### src/rtl/pps_pkg.sv
package pps_pkg;

  typedef enum logic [3:0] {
    S_OFF,
    S_BIAS,
    S_PROG,
    S_START,
    S_POLL,
    S_RBUF,
    S_ON,
    S_FAULT,
    S_STOP,
    S_RBOFF,
    S_MUXOFF,
    S_BIASOFF,
    S_SETTLE
  } pps_state_e;

  function automatic int unsigned ceil_div(input longint unsigned num,
                                           input longint unsigned den);
    return int'((num + den - 1) / den);
  endfunction

  function automatic int unsigned at_least_one(input int unsigned v);
    return (v == 0) ? 1 : v;
  endfunction

endpackage

### src/rtl/pps_timer.sv
module pps_timer #(
  parameter int W = 8
) (
  input  logic         clk,
  input  logic         rst_n,
  input  logic         load,
  input  logic [W-1:0] load_val,
  output logic         zero
);

  logic [W-1:0] cnt_q;
  logic [W-1:0] cnt_d;
  logic         cnt_en;

  always_comb begin
    cnt_en = load || (cnt_q != '0);
    cnt_d  = load ? load_val : (cnt_q - 1'b1);
  end

  always_ff @(posedge clk or negedge rst_n) begin
    if (!rst_n)      cnt_q <= '0;
    else if (cnt_en) cnt_q <= cnt_d;
  end

  assign zero = (cnt_q == '0);

endmodule

### src/rtl/pps_attempt_ctr.sv
module pps_attempt_ctr #(
  parameter int N = 50
) (
  input  logic clk,
  input  logic rst_n,
  input  logic clr,
  input  logic inc,
  output logic last
);

  localparam int W = (N > 1) ? $clog2(N) : 1;
  localparam logic [W-1:0] LAST_V = W'(N - 1);

  logic [W-1:0] cnt_q;
  logic [W-1:0] cnt_d;
  logic         cnt_en;

  always_comb begin
    cnt_en = clr || inc;
    cnt_d  = clr ? '0 : (cnt_q + 1'b1);
  end

  always_ff @(posedge clk or negedge rst_n) begin
    if (!rst_n)      cnt_q <= '0;
    else if (cnt_en) cnt_q <= cnt_d;
  end

  assign last = (cnt_q == LAST_V);

endmodule

### src/rtl/pps_slave_mirror.sv
module pps_slave_mirror #(
  parameter bit HAS_SLAVE = 1'b1,
  parameter int MUX_W     = 8
) (
  input  logic             mode,
  input  logic             bias,
  input  logic [MUX_W-1:0] mux,
  input  logic             gate,
  input  logic             rbuf,
  output logic             slv_bias,
  output logic [MUX_W-1:0] slv_mux,
  output logic             slv_gate,
  output logic             slv_rbuf
);

  generate
    if (HAS_SLAVE) begin : g_slave
      assign slv_bias = bias & mode;
      assign slv_mux  = mux & {MUX_W{mode}};
      assign slv_gate = gate & mode;
      assign slv_rbuf = rbuf & mode;
    end else begin : g_none
      assign slv_bias = 1'b0;
      assign slv_mux  = '0;
      assign slv_gate = 1'b0;
      assign slv_rbuf = 1'b0;
    end
  endgenerate

endmodule

### src/rtl/pll_pwr_seq.sv
module pll_pwr_seq
  import pps_pkg::*;
#(
  parameter int unsigned CLK_KHZ    = 250000,
  parameter int unsigned BIAS_NS    = 250,
  parameter int unsigned POLL_US    = 100,
  parameter int unsigned TIMEOUT_US = 5000,
  parameter int          DEC_W      = 8,
  parameter int          FRAC_W     = 18,
  parameter int          STAT_W     = 8,
  parameter int          MUX_W      = 8,
  parameter logic [7:0]  MUX_ON     = 8'hC0,
  parameter bit          HAS_SLAVE  = 1'b1
) (
  input  logic              clk,
  input  logic              rst_n,
  input  logic              master_mode,
  input  logic              en_req,
  input  logic              dis_req,
  input  logic              cfg_valid,
  input  logic [DEC_W-1:0]  cfg_dec,
  input  logic [FRAC_W-1:0] cfg_frac,
  output logic              cfg_ready,
  input  logic [STAT_W-1:0] lock_stat,
  output logic [DEC_W-1:0]  div_dec,
  output logic [FRAC_W-1:0] div_frac,
  output logic              bias_en,
  output logic [MUX_W-1:0]  sys_mux,
  output logic              pll_start,
  output logic              clk_gate_en,
  output logic              rbuf_en,
  output logic              slv_bias_en,
  output logic [MUX_W-1:0]  slv_sys_mux,
  output logic              slv_clk_gate_en,
  output logic              slv_rbuf_en,
  output logic              busy,
  output logic              done,
  output logic              pass
);

  localparam int unsigned SETTLE_CYC =
    at_least_one(ceil_div(longint'(CLK_KHZ) * BIAS_NS, 64'd1000000));
  localparam int unsigned POLL_CYC =
    at_least_one(int'((longint'(CLK_KHZ) * POLL_US) / 1000));
  localparam int unsigned MAX_POLLS = at_least_one(TIMEOUT_US / POLL_US);
  localparam int unsigned TMR_MAX =
    (POLL_CYC > SETTLE_CYC) ? POLL_CYC : SETTLE_CYC;
  localparam int TMR_W = $clog2(TMR_MAX + 1);
  localparam logic [TMR_W-1:0] SETTLE_LD = TMR_W'(SETTLE_CYC - 1);
  localparam logic [TMR_W-1:0] POLL_LD   = TMR_W'(POLL_CYC - 1);
  localparam logic [MUX_W-1:0] MUX_ACT   = MUX_W'(MUX_ON);

  pps_state_e        state_q, state_d;
  logic              bias_q, bias_d;
  logic [MUX_W-1:0]  mux_q, mux_d;
  logic              start_q, start_d;
  logic              gate_q, gate_d;
  logic              rbuf_q, rbuf_d;
  logic              busy_q, busy_d;
  logic              done_q, done_d;
  logic              pass_q, pass_d;
  logic              mode_q, mode_d;
  logic [DEC_W-1:0]  dec_q, dec_d;
  logic [FRAC_W-1:0] frac_q, frac_d;

  logic              tmr_load;
  logic [TMR_W-1:0]  tmr_val;
  logic              tmr_zero;
  logic              att_clr;
  logic              att_inc;
  logic              att_last;
  logic              lock_seen;

  assign lock_seen = lock_stat[0];

  pps_timer #(.W(TMR_W)) u_timer (
    .clk      (clk),
    .rst_n    (rst_n),
    .load     (tmr_load),
    .load_val (tmr_val),
    .zero     (tmr_zero)
  );

  pps_attempt_ctr #(.N(int'(MAX_POLLS))) u_attempts (
    .clk   (clk),
    .rst_n (rst_n),
    .clr   (att_clr),
    .inc   (att_inc),
    .last  (att_last)
  );

  // Next-state process
  always_comb begin
    state_d  = state_q;
    bias_d   = bias_q;
    mux_d    = mux_q;
    start_d  = start_q;
    gate_d   = gate_q;
    rbuf_d   = rbuf_q;
    busy_d   = busy_q;
    done_d   = 1'b0;
    pass_d   = pass_q;
    mode_d   = mode_q;
    dec_d    = dec_q;
    frac_d   = frac_q;
    tmr_load = 1'b0;
    tmr_val  = '0;
    att_clr  = 1'b0;
    att_inc  = 1'b0;

    unique case (state_q)
      S_OFF: begin
        if (en_req) begin
          bias_d   = 1'b1;
          mux_d    = MUX_ACT;
          busy_d   = 1'b1;
          mode_d   = master_mode;
          tmr_load = 1'b1;
          tmr_val  = SETTLE_LD;
          state_d  = S_BIAS;
        end
      end
      S_BIAS: begin
        if (tmr_zero) state_d = S_PROG;
      end
      S_PROG: begin
        if (cfg_valid) begin
          dec_d   = cfg_dec;
          frac_d  = cfg_frac;
          state_d = S_START;
        end
      end
      S_START: begin
        start_d  = 1'b1;
        tmr_load = 1'b1;
        tmr_val  = POLL_LD;
        att_clr  = 1'b1;
        state_d  = S_POLL;
      end
      S_POLL: begin
        if (dis_req) begin
          gate_d  = 1'b0;
          busy_d  = 1'b1;
          state_d = S_STOP;
        end else if (tmr_zero) begin
          if (lock_seen) begin
            gate_d  = 1'b1;
            state_d = S_RBUF;
          end else if (att_last) begin
            done_d  = 1'b1;
            pass_d  = 1'b0;
            busy_d  = 1'b0;
            state_d = S_FAULT;
          end else begin
            att_inc  = 1'b1;
            tmr_load = 1'b1;
            tmr_val  = POLL_LD;
          end
        end
      end
      S_RBUF: begin
        rbuf_d  = 1'b1;
        done_d  = 1'b1;
        pass_d  = 1'b1;
        busy_d  = 1'b0;
        state_d = S_ON;
      end
      S_ON, S_FAULT: begin
        if (dis_req) begin
          gate_d  = 1'b0;
          busy_d  = 1'b1;
          state_d = S_STOP;
        end
      end
      S_STOP: begin
        start_d = 1'b0;
        state_d = S_RBOFF;
      end
      S_RBOFF: begin
        rbuf_d  = 1'b0;
        state_d = S_MUXOFF;
      end
      S_MUXOFF: begin
        mux_d   = '0;
        state_d = S_BIASOFF;
      end
      S_BIASOFF: begin
        bias_d   = 1'b0;
        tmr_load = 1'b1;
        tmr_val  = SETTLE_LD;
        state_d  = S_SETTLE;
      end
      S_SETTLE: begin
        if (tmr_zero) begin
          done_d  = 1'b1;
          pass_d  = 1'b1;
          busy_d  = 1'b0;
          state_d = S_OFF;
        end
      end
      default: state_d = S_OFF;
    endcase
  end

  // Register process
  always_ff @(posedge clk or negedge rst_n) begin
    if (!rst_n) begin
      state_q <= S_OFF;
      bias_q  <= 1'b0;
      mux_q   <= '0;
      start_q <= 1'b0;
      gate_q  <= 1'b0;
      rbuf_q  <= 1'b0;
      busy_q  <= 1'b0;
      done_q  <= 1'b0;
      pass_q  <= 1'b0;
      mode_q  <= 1'b0;
      dec_q   <= '0;
      frac_q  <= '0;
    end else begin
      state_q <= state_d;
      bias_q  <= bias_d;
      mux_q   <= mux_d;
      start_q <= start_d;
      gate_q  <= gate_d;
      rbuf_q  <= rbuf_d;
      busy_q  <= busy_d;
      done_q  <= done_d;
      pass_q  <= pass_d;
      mode_q  <= mode_d;
      dec_q   <= dec_d;
      frac_q  <= frac_d;
    end
  end

  pps_slave_mirror #(.HAS_SLAVE(HAS_SLAVE), .MUX_W(MUX_W)) u_mirror (
    .mode     (mode_q),
    .bias     (bias_q),
    .mux      (mux_q),
    .gate     (gate_q),
    .rbuf     (rbuf_q),
    .slv_bias (slv_bias_en),
    .slv_mux  (slv_sys_mux),
    .slv_gate (slv_clk_gate_en),
    .slv_rbuf (slv_rbuf_en)
  );

  assign cfg_ready   = (state_q == S_PROG);
  assign div_dec     = dec_q;
  assign div_frac    = frac_q;
  assign bias_en     = bias_q;
  assign sys_mux     = mux_q;
  assign pll_start   = start_q;
  assign clk_gate_en = gate_q;
  assign rbuf_en     = rbuf_q;
  assign busy        = busy_q;
  assign done        = done_q;
  assign pass        = pass_q;

endmodule

### config.mk
export PLATFORM = sky130hd
export DESIGN_NAME = pll_pwr_seq
export DESIGN_NICKNAME = d
export VERILOG_FILES = /design/src/rtl/pps_pkg.sv /design/src/rtl/pps_timer.sv /design/src/rtl/pps_attempt_ctr.sv /design/src/rtl/pps_slave_mirror.sv /design/src/rtl/pll_pwr_seq.sv
export SDC_FILE = /design/constraint.sdc
export NUM_CORES = 1
export LEC_CHECK = 0
export ABC_CLOCK_PERIOD_IN_PS = 2440
export BUFFER_PORTS_ARGS = -buffer_cell sky130_fd_sc_hd__buf_2
export CAP_MARGIN = 20
export CORE_MARGIN = 4
export CORE_UTILIZATION = 48
export CTS_BUF_LIST = sky130_fd_sc_hd__clkbuf_8
export CTS_CLUSTER_SIZE = 30
export DETAILED_ROUTE_END_ITERATION = 8
export PLACE_DENSITY = 0.74
export SLEW_MARGIN = 30
export SYNTH_ARGS = -nofsm -noshare
export SYNTH_HDL_FRONTEND = slang
export SYNTH_SLANG_ARGS = --single-unit
### constraint.sdc
create_clock -name clk -period 2.44 [get_ports clk]
set_input_delay 0.122 -clock clk [delete_from_list [all_inputs] [get_ports clk]]
set_output_delay 0.122 -clock clk [all_outputs]
set_load 0.02 [all_outputs]
==> out/qor.txt, run 1 <==
status - finished, final reports clean
via count - 2351
Slew HR - 0.603
CTS H-tree lvls - 3
crit path DAT - 2.48 ns
Mapped Cells - 279
antenna violations before repair - 0
clk_skew - 0.00827 ns
largest net degree at the start of global routing - 61
critical path type - flip-flop to flip-flop
max-slew violation count - 0
CP delay by family, top - simple AND/OR/NAND/NOR gates
post-route cell area - 3730 um2
min cycle time layout - 2.21 ns
DIE AREA - 7660 um2
Async SR Flop Fraction - 1.00
CP endpoint kind - flip-flop
FMAX - 452 MHz
Post-Route Setup TNS - 0 ns
CP max-delay cell - nor4_2
drt first pass iters - 4
# DRC - 0
Peak VDD IR - 0.795 mV
max-cap viol count - 0
root buffer cell - clkbuf_8
Leakage - 1.74 nW
Pwr per Cell Area - 1260 nW/um2
most instantiated library cell after synthesis - dfrtp_1
post-route clock period utilization - 0.906
synth-to-layout area growth - 23.0%
Post-synth top cells - 60 x dfrtp_1, 28 x mux2_2, 22 x nor2_1, 18 x nand2_1, 16 x o21ai_0
Chip Height - 87.5 um
Starting Density - 0.504
CTS tree - done
later-pin clock latency in the skew report - 0.34 ns
FF+latch count, synth - 60
Non-Filler Instances - 446
drt wl/cell - 14.5 um
final hold slack - 0.00674 ns
layout cell share with drive strength beyond 1 - 0.375
Post-Syn Area - 3040 um2
final global-route overflow total - 0
Core Box Area - 6030 um2
post-synth top area cell - dfrtp_1
number of synthesized flops with an enable pin - 0
Ant. Diodes - 0
share of the synthesized area in the top cell type - 0.495
R2R setup slack - 0.23 ns
row count - 28
HP Start - cfg_frac[6]
worst-path cell chain - nor4_2, and4_1, nand4_1, or3_1, a21oi_1
WHS Endpoint - div_frac[6]
cts bufs inserted - 9
CTS Sinks - 60
Die W - 87.5 um
required time of the critical path - 2.70 ns
fin util - 0.620
final net count - 410
post-layout worst setup margin - 0.229 ns
Iteration-0 DRC Markers - 117
Reg2Reg Depth - 5
Crit path largest cell delay - 0.59 ns
dpl ws - 0.259 ns
CTS Buffer Depth - 2
Avg Cell Area, Syn - 10.9 um2
Crit Path Max Fanout - 6
DP Cell Count - 428
IO Count - 93
Hold Crit Depth - 2
top post-synthesis cells by area - dfrtp_1 49%, mux2_2 10%, buf_4 3.5%, nor2_1 2.7%, o21ai_0 2.6%
WL final - 6.48 mm
Setup-failing EPs final - 0
Setup Buffers After CTS - 0
Hold Vio Cnt, Final - 0
count of cell types in the netlist - 51
vias in the first global route - 2328
Fillers - 507
unrepaired setup endpoints after global routing - no
CP Launch Type - flip-flop
Reg clk slew, reported paths - 0.07 ns
register area share after synthesis - 0.495
Final ANT Viol Nets - 0
Hold Path Class - primary input to flip-flop
port buffer count - 73
worst r2r dst - u_attempts.cnt_q[4]
global-route wire length before repair - 10.9 mm
Pwr Total - 4.70 mW
Placed Instance Area - 3500 um2
worst path bufs/invs - 0
reg2reg start - u_timer.cnt_q[5]
Avg Vias per Cell - 5.27
post-detail-place hpwl - 4.63 mm
Post-synth top flop - dfrtp_1
Worst-Margin Slew - 0.590 ns
Total GRT Usage - 0.181
Syn. warnings - 0
final RePlAce weighted congestion - 0.812
==> state kept, by name, indices dropped and copies added, names as in the netlist <==
| signal | cells |
|---|---|
| state_q | 4 |
| busy | 1 |
| bias_en | 1 |
| done | 1 |
| pass | 1 |
| div_frac | 18 |
| clk_gate_en | 1 |
| rbuf_en | 1 |
| mode_q | 1 |
| u_timer.cnt_q | 15 |
| pll_start | 1 |
| div_dec | 8 |
| sys_mux | 1 |
| u_attempts.cnt_q | 6 |
==> how the worst max path moves through the flow <==
stage | endpoint | depth (start not counted) | start
floorplan | div_dec[0] | 4 | state_q[3]
global placement | u_attempts.cnt_q[4] | 5 | u_timer.cnt_q[5]
detailed placement | u_attempts.cnt_q[4] | 5 | u_timer.cnt_q[5]
finish | u_attempts.cnt_q[4] | 5 | u_timer.cnt_q[5]
global route | u_timer.cnt_q[13] | 5 | u_timer.cnt_q[5]
CTS | u_attempts.cnt_q[4] | 5 | u_timer.cnt_q[5]
==> repair_timing <==
| action | in CTS | in global routing |
|---|---|---|
| resized for setup | 0 | 0 |
| hold buffers | 2 | 0 |
| hold endpoints to repair | 61 | 0 |
==> power by group <==
group	switching [mW]	total [mW]	internal (mW)
registers	0.266	1.66	1.39
logic	1.22	2.10	0.875
clock network	0.411	0.940	0.529
==> final cells by class <==
class                           count  area (um2)  share of cell area
Clock buffer                       11         151              0.0405
Tap cell                           75        93.8              0.0251
Sequential cell                    60        1500               0.402
Multi-Input combinational cell    203        1420               0.380
Timing Repair Buffer               87         488               0.131
Inverter                            5        18.8             0.00503
Clock inverter                      5        60.1              0.0161
==> layer usage <==
metal | global-route usage | wire length [um] | up-vias
li1 | - | - | 1155
met1 | 0.249 | 2970 | 1118
met2 | 0.262 | 2880 | 69
met3 | 0.0634 | 528 | 9
met4 | 0.0739 | 92 | 0
met5 | 0 | 0 | -
==> cell families after synthesis <==
| group | after synthesis | share of synthesized area |
|---|---|---|
| compound gates | 44 | 0.0899 |
| xor+xnor | 13 | 0.0375 |
| fa+ha+maj | 5 | 0.0198 |
| buf+inv | 27 | 0.0511 |
| flops | 60 | 0.495 |
| mux | 33 | 0.121 |
| other cells | 1 | 0.00124 |
| simple gates | 96 | 0.185 |
==> placed cells by master, fill, tap and decap left out, drive strengths merged, types with 7 or more instances in the layout <==
cell type / synthesis / routed
nand2: 18 / 18
nor2: 22 / 22
buf: 16 / 85
dfrtp: 60 / 60
a21oi: 9 / 9
conb: 1 / 12
or3: 7 / 7
nor4: 7 / 7
mux2: 29 / 29
xnor2: 9 / 9
o21ai: 17 / 17
clkbuf: 6 / 11
Power figures use the tool's default switching activity.
==> run 2: changes to the inputs <==
Settings changed: ABC_CLOCK_PERIOD_IN_PS 2440 to 1900, PLACE_DENSITY 0.74 to 0.77.
Clock period 2.44 ns to 1.9 ns, I/O delays scaled along.
==> run 2 against run 1 <==
The flow now finishes with violations (negative setup slack). Clock power increased by 18%. Worst hold slack improved by 0.012 ns. Sequential share of layout area decreased by 6.0 points. Cell count increased by 14%. Sequential power increased by 29%. Total power increased by 40%. First-iteration DRC count increased by 5.1%. Setup slack got worse by 0.33 ns. Combinational power increased by 57%. Global-route usage increased by 3.9 points.
==> out/qor.txt, run 2 (synthesis gave the netlist of run 1 again) <==
clk_skew - 0.00709 ns (-0.00118 ns)
post-route clock period utilization - 1.05 (+0.146)
root buffer cell - clkbuf_8
final net count - 474 (+16%)
DIE AREA - 7660 um2 (unchanged)
# DRC - 0 (unchanged)
CTS Buffer Depth - 2 (unchanged)
Ant. Diodes - 0 (unchanged)
Placed Instance Area - 3840 um2 (+9.5%)
post-layout worst setup margin - -0.0992 ns (-0.328 ns)
Hold Vio Cnt, Final - 0 (unchanged)
cts bufs inserted - 9 (unchanged)
global-route wire length before repair - 13.1 mm (+21%)
Total GRT Usage - 0.220 (+0.0386)
commonest non-fill, non-tap cell in the layout - buf_2
CTS Sinks - 60 (unchanged)
via count - 2683 (+14%)
final RePlAce weighted congestion - 0.830 (+2.3%)
Pwr per Cell Area - 1490 nW/um2 (+19%)
status - finished with violations
Leakage - 2.05 nW (+18%)
min cycle time layout - 2.00 ns (-0.212 ns)
antenna violations before repair - 0 (unchanged)
failing checks - negative setup slack
drt first pass iters - 7 (+3)
Setup-failing EPs final - 19 (+19)
vias in the first global route - 2779 (+19%)
most frequent cells in the layout - 73 x buf_2, 60 x dfrtp_1, 47 x buf_4
Largest register FFs - 18 (unchanged)
Slew HR - 0.604 (+0.000954)
Worst-Margin Slew - 0.594 ns (+0.00348 ns)
CP endpoint kind - flip-flop
crit path DAT - 2.22 ns (-0.26 ns)
Crit Path Max Fanout - 3 (-3)
unrepaired setup endpoints after global routing - yes
max-slew violation count - 0 (unchanged)
Pwr Total - 6.56 mW (+40%)
Non-Filler Instances - 510 (+14%)
max-cap viol count - 0 (unchanged)
drt wl/cell - 15.5 um (+6.5%)
CTS tree - done
final global-route overflow total - 0 (unchanged)
CP Launch Type - flip-flop
Avg Vias per Cell - 5.26 (-0.20%)
Final ANT Viol Nets - 0 (unchanged)
Die W - 87.5 um (unchanged)
largest net degree at the start of global routing - 37 (-39%)
Chip Height - 87.5 um (unchanged)
FMAX - 500 MHz (+11%)
DP Cell Count - 463 (+8.2%)
post-detail-place hpwl - 5.12 mm (+11%)
port buffer count - 73 (unchanged)
synth-to-layout area growth - 44.6%
Iteration-0 DRC Markers - 123 (+5.1%)
Reg clk slew, reported paths - 0.07 ns (about the same)
final hold slack - 0.0190 ns (+0.0122 ns)
post-route cell area - 4390 um2 (+18%)
WL final - 7.89 mm (+22%)
later-pin clock latency in the skew report - 0.34 ns (about the same)
Starting Density - 0.504 (unchanged)
critical path type - flip-flop to flip-flop
required time of the critical path - 2.12 ns (-0.58 ns)
layout cell share with drive strength beyond 1 - 0.439 (+0.0644)
fin util - 0.728 (+0.109)
IO Count - 93 (unchanged)
Hold Path Class - primary input to flip-flop
Core Box Area - 6030 um2 (unchanged)
CTS H-tree lvls - 3 (unchanged)
row count - 28 (unchanged)
Peak VDD IR - 1.02 mV (+28%)
-- run 2: metal layers --
metal | track usage | part of all wire
met4 | 0.0572 | 0.018
met2 | 0.363 | 0.49
met5 | 0 | 0
met3 | 0.0747 | 0.074
met1 | 0.277 | 0.42
-- run 2: cell type report --
cell class,instances,area (um2)
sequential,60,1500
inverter,5,18.8
clock buffer,9,124
clock inverter,7,60.1
multi-input combinational,203,1540
tap,75,93.8
timing repair buffer,151,1050
fill,382,1640
-- run 2: worst max-delay path: stages (launching register included) --
cell	delay [ns]
dfrtp_1	0.38
or4b_4	0.53
or3_4	0.37
o21ai_2	0.15
a21boi_1	0.10
or3_1	0.35
-- run 2: final timing paths --
check	endpoint	slack, ns	startpoint	cells past startpoint
setup / recovery	pass	-0.1	state_q[1]	5
hold / removal	div_frac[8]	0.02	cfg_frac[8]	2
setup reg to reg	pass	-0.1	state_q[1]	5
hold reg to reg	div_frac[6]	0.50	div_frac[6]	1
max in group asynchronous	div_dec[7]	1.01	rst_n	3
min in group asynchronous	mode_q	0.29	rst_n	2
-- run 2: power by group --
| part | internal (mW) | switching (mW) | leakage (nW) |
|---|---|---|---|
| combinational | 1.50 | 1.80 | 1.22 |
| clock | 0.589 | 0.524 | 0.101 |
| sequential | 1.79 | 0.350 | 0.721 |
| total | 3.89 | 2.67 | 2.05 |
-- run 2: stage by stage --
step | setup TNS [ns] | setup WS (ns)
final | -1.01 | -0.0992
after global routing | -2.73 | -0.200
after CTS | -0.871 | -0.0804
after detailed placement | -0.873 | -0.106
after global placement | -0.453 | -0.0672
after floorplan | -0.943 | -0.124
-- run 2: repair_timing --
action / in CTS / in global routing
buffers inserted: 2 / 3
hold buffers: 27 / 0
endpoints found under the hold margin: 50 / 0
gates resized for setup: 10 / 10
endpoints found under the setup margin: 19 / 25
pin swaps: 4 / 9
==> run 3: changes to the inputs <==
Settings changed: REMOVE_ABC_BUFFERS set to 1.
==> run 3 against run 2 <==
The flow still finishes with violations (negative setup slack). Flip-flop and latch count did not move. Count of clock-buffer cells in the layout did not move. Die area did not move. Core utilization fell by 0.48 points. Clock power rose by 4%. First-iteration DRC count fell by 5.7%. Global-route usage rose by 1.4 points. Critical path depth rose by 2. Non-clock buffer count fell by 11. Total power rose by 3.2%.
==> out/qor.txt, run 3 (synthesis gave the netlist of run 1 again) <==
status - finished with violations
failing checks - negative setup slack
# DRC - 0 (unchanged)
Setup-failing EPs final - 21 (+2)
max-cap viol count - 0 (unchanged)
Leakage - 1.99 nW (-2.5%)
drt first pass iters - 4 (-3)
CTS tree - done
Iteration-0 DRC Markers - 116 (-5.7%)
clk_skew - 0.00892 ns (+0.00183 ns)
drt wl/cell - 17.6 um (+14%)
post-route clock period utilization - 1.08 (+0.0236)
Die W - 87.5 um (unchanged)
commonest non-fill, non-tap cell in the layout - buf_2
CTS Buffer Depth - 2 (unchanged)
post-layout worst setup margin - -0.144 ns (-0.0448 ns)
antenna violations before repair - 0 (unchanged)
Crit Path Max Fanout - 3 (unchanged)
min cycle time layout - 2.04 ns (+0.0448 ns)
vias in the first global route - 2773 (-0.22%)
CP Launch Type - flip-flop
WL final - 8.79 mm (+11%)
Starting Density - 0.504 (unchanged)
Avg Vias per Cell - 5.38 (+2.2%)
most frequent cells in the layout - 73 x buf_2, 60 x dfrtp_1, 34 x buf_4
unrepaired setup endpoints after global routing - yes
layout cell share with drive strength beyond 1 - 0.443 (+0.00432)
Final ANT Viol Nets - 0 (unchanged)
critical path type - flip-flop to flip-flop
CP endpoint kind - flip-flop
later-pin clock latency in the skew report - 0.34 ns (about the same)
cts bufs inserted - 9 (unchanged)
DIE AREA - 7660 um2 (unchanged)
Largest register FFs - 18 (unchanged)
crit path DAT - 2.27 ns (+0.05 ns)
synth-to-layout area growth - 43.6%
multi-input logic area - 1570 um2 (+2.0%)
post-detail-place hpwl - 5.21 mm (+1.7%)
post-route cell area - 4360 um2 (-0.66%)
Placed Instance Area - 3680 um2 (-4.0%)
CTS H-tree lvls - 3 (unchanged)
Core Box Area - 6030 um2 (unchanged)
dpl ws - -0.120 ns (-0.0141 ns)
Chip Height - 87.5 um (unchanged)
row count - 28 (unchanged)
max-slew violation count - 0 (unchanged)
Total GRT Usage - 0.234 (+0.0139)
Worst-Margin Slew - 0.572 ns (-0.0210 ns)
Peak VDD IR - 1.05 mV (+3.3%)
fin util - 0.723 (-0.00478)
Reg clk slew, reported paths - 0.07 ns (about the same)
CTS Sinks - 60 (unchanged)
final net count - 463 (-2.3%)
Hold Path Class - primary input to flip-flop
root buffer cell - clkbuf_8
global-route wire length before repair - 13.5 mm (+3.2%)
Post-Route Setup TNS - -1.15 ns (-0.141 ns)
FMAX - 489 MHz (-2.2%)
largest net degree at the start of global routing - 27 (-27%)
IO Count - 93 (unchanged)
via count - 2683 (unchanged)
Slew HR - 0.618 (+0.0140)
final global-route overflow total - 0 (unchanged)
Ant. Diodes - 0 (unchanged)
required time of the critical path - 2.12 ns (about the same)
port buffer count - 73 (unchanged)
Pwr per Cell Area - 1550 nW/um2 (+3.9%)
final RePlAce weighted congestion - 0.827 (-0.35%)
Hold Vio Cnt, Final - 0 (unchanged)
FF+latch area - 1500 um2 (unchanged)
Fillers - 404 (+5.8%)
## run 3: routing by layer
metal	GRT usage	part of all wire
met5	0	0
met4	0.127	0.041
met3	0.0624	0.049
met2	0.398	0.53
met1	0.266	0.38
## run 3: path summary, 6_finish.rpt
check                                       from           end  slack (ns)  cells after the start
worst max-delay path            u_timer.cnt_q[7]    state_q[0]       -0.14                      7
worst min-delay path                cfg_frac[12]  div_frac[12]        0.03                      2
worst max register to register  u_timer.cnt_q[7]    state_q[0]       -0.14                      7
worst min register to register       div_frac[1]   div_frac[1]        0.50                      1
max in group asynchronous                  rst_n  div_frac[14]        0.88                      3
min in group asynchronous                  rst_n  div_frac[13]        0.30                      2
## run 3: report_power, final
group	switching, mW	internal [mW]	total (mW)
Clock	0.542	0.611	1.15
Sequential	0.370	1.79	2.16
Combinational	1.93	1.53	3.45
## run 3: cell type report
class	count	share of cell area
clock inverter	7	0.0175
sequential	60	0.344
multi-input combinational	203	0.360
inverter	5	0.00431
tap	75	0.0215
timing repair buffer	140	0.224
clock buffer	9	0.0284
## run 3: critical path, cell delays in order, from the launching register on
cell     delay, ns
dfrtp_1       0.39
nor4_2        0.30
buf_4         0.19
buf_12        0.11
nand4_4       0.13
a41oi_2       0.28
and3_4        0.24
mux2_4        0.29
## run 3: through the flow
stage / hold slack, ns / std cells / power [mW]
6_report: 0.0319 / 499 / 6.77
5_1_grt: 0.0120 / 499 / 7.16
4_1_cts: 0.00641 / 496 / 6.44
3_5_place_dp: 0.119 / 452 / 5.08
3_3_place_gp: 0.107 / 452 / 4.98
2_1_floorplan: -0.201 / 268 / 3.90
## run 3: timing repair
item                       in CTS  in global routing
resized for setup              16                 23
buffers inserted                2                  2
setup endpoints to repair      22                 37
pin swaps                      18                 12
hold buffers                   26                  1
hold endpoints to repair       49                  1
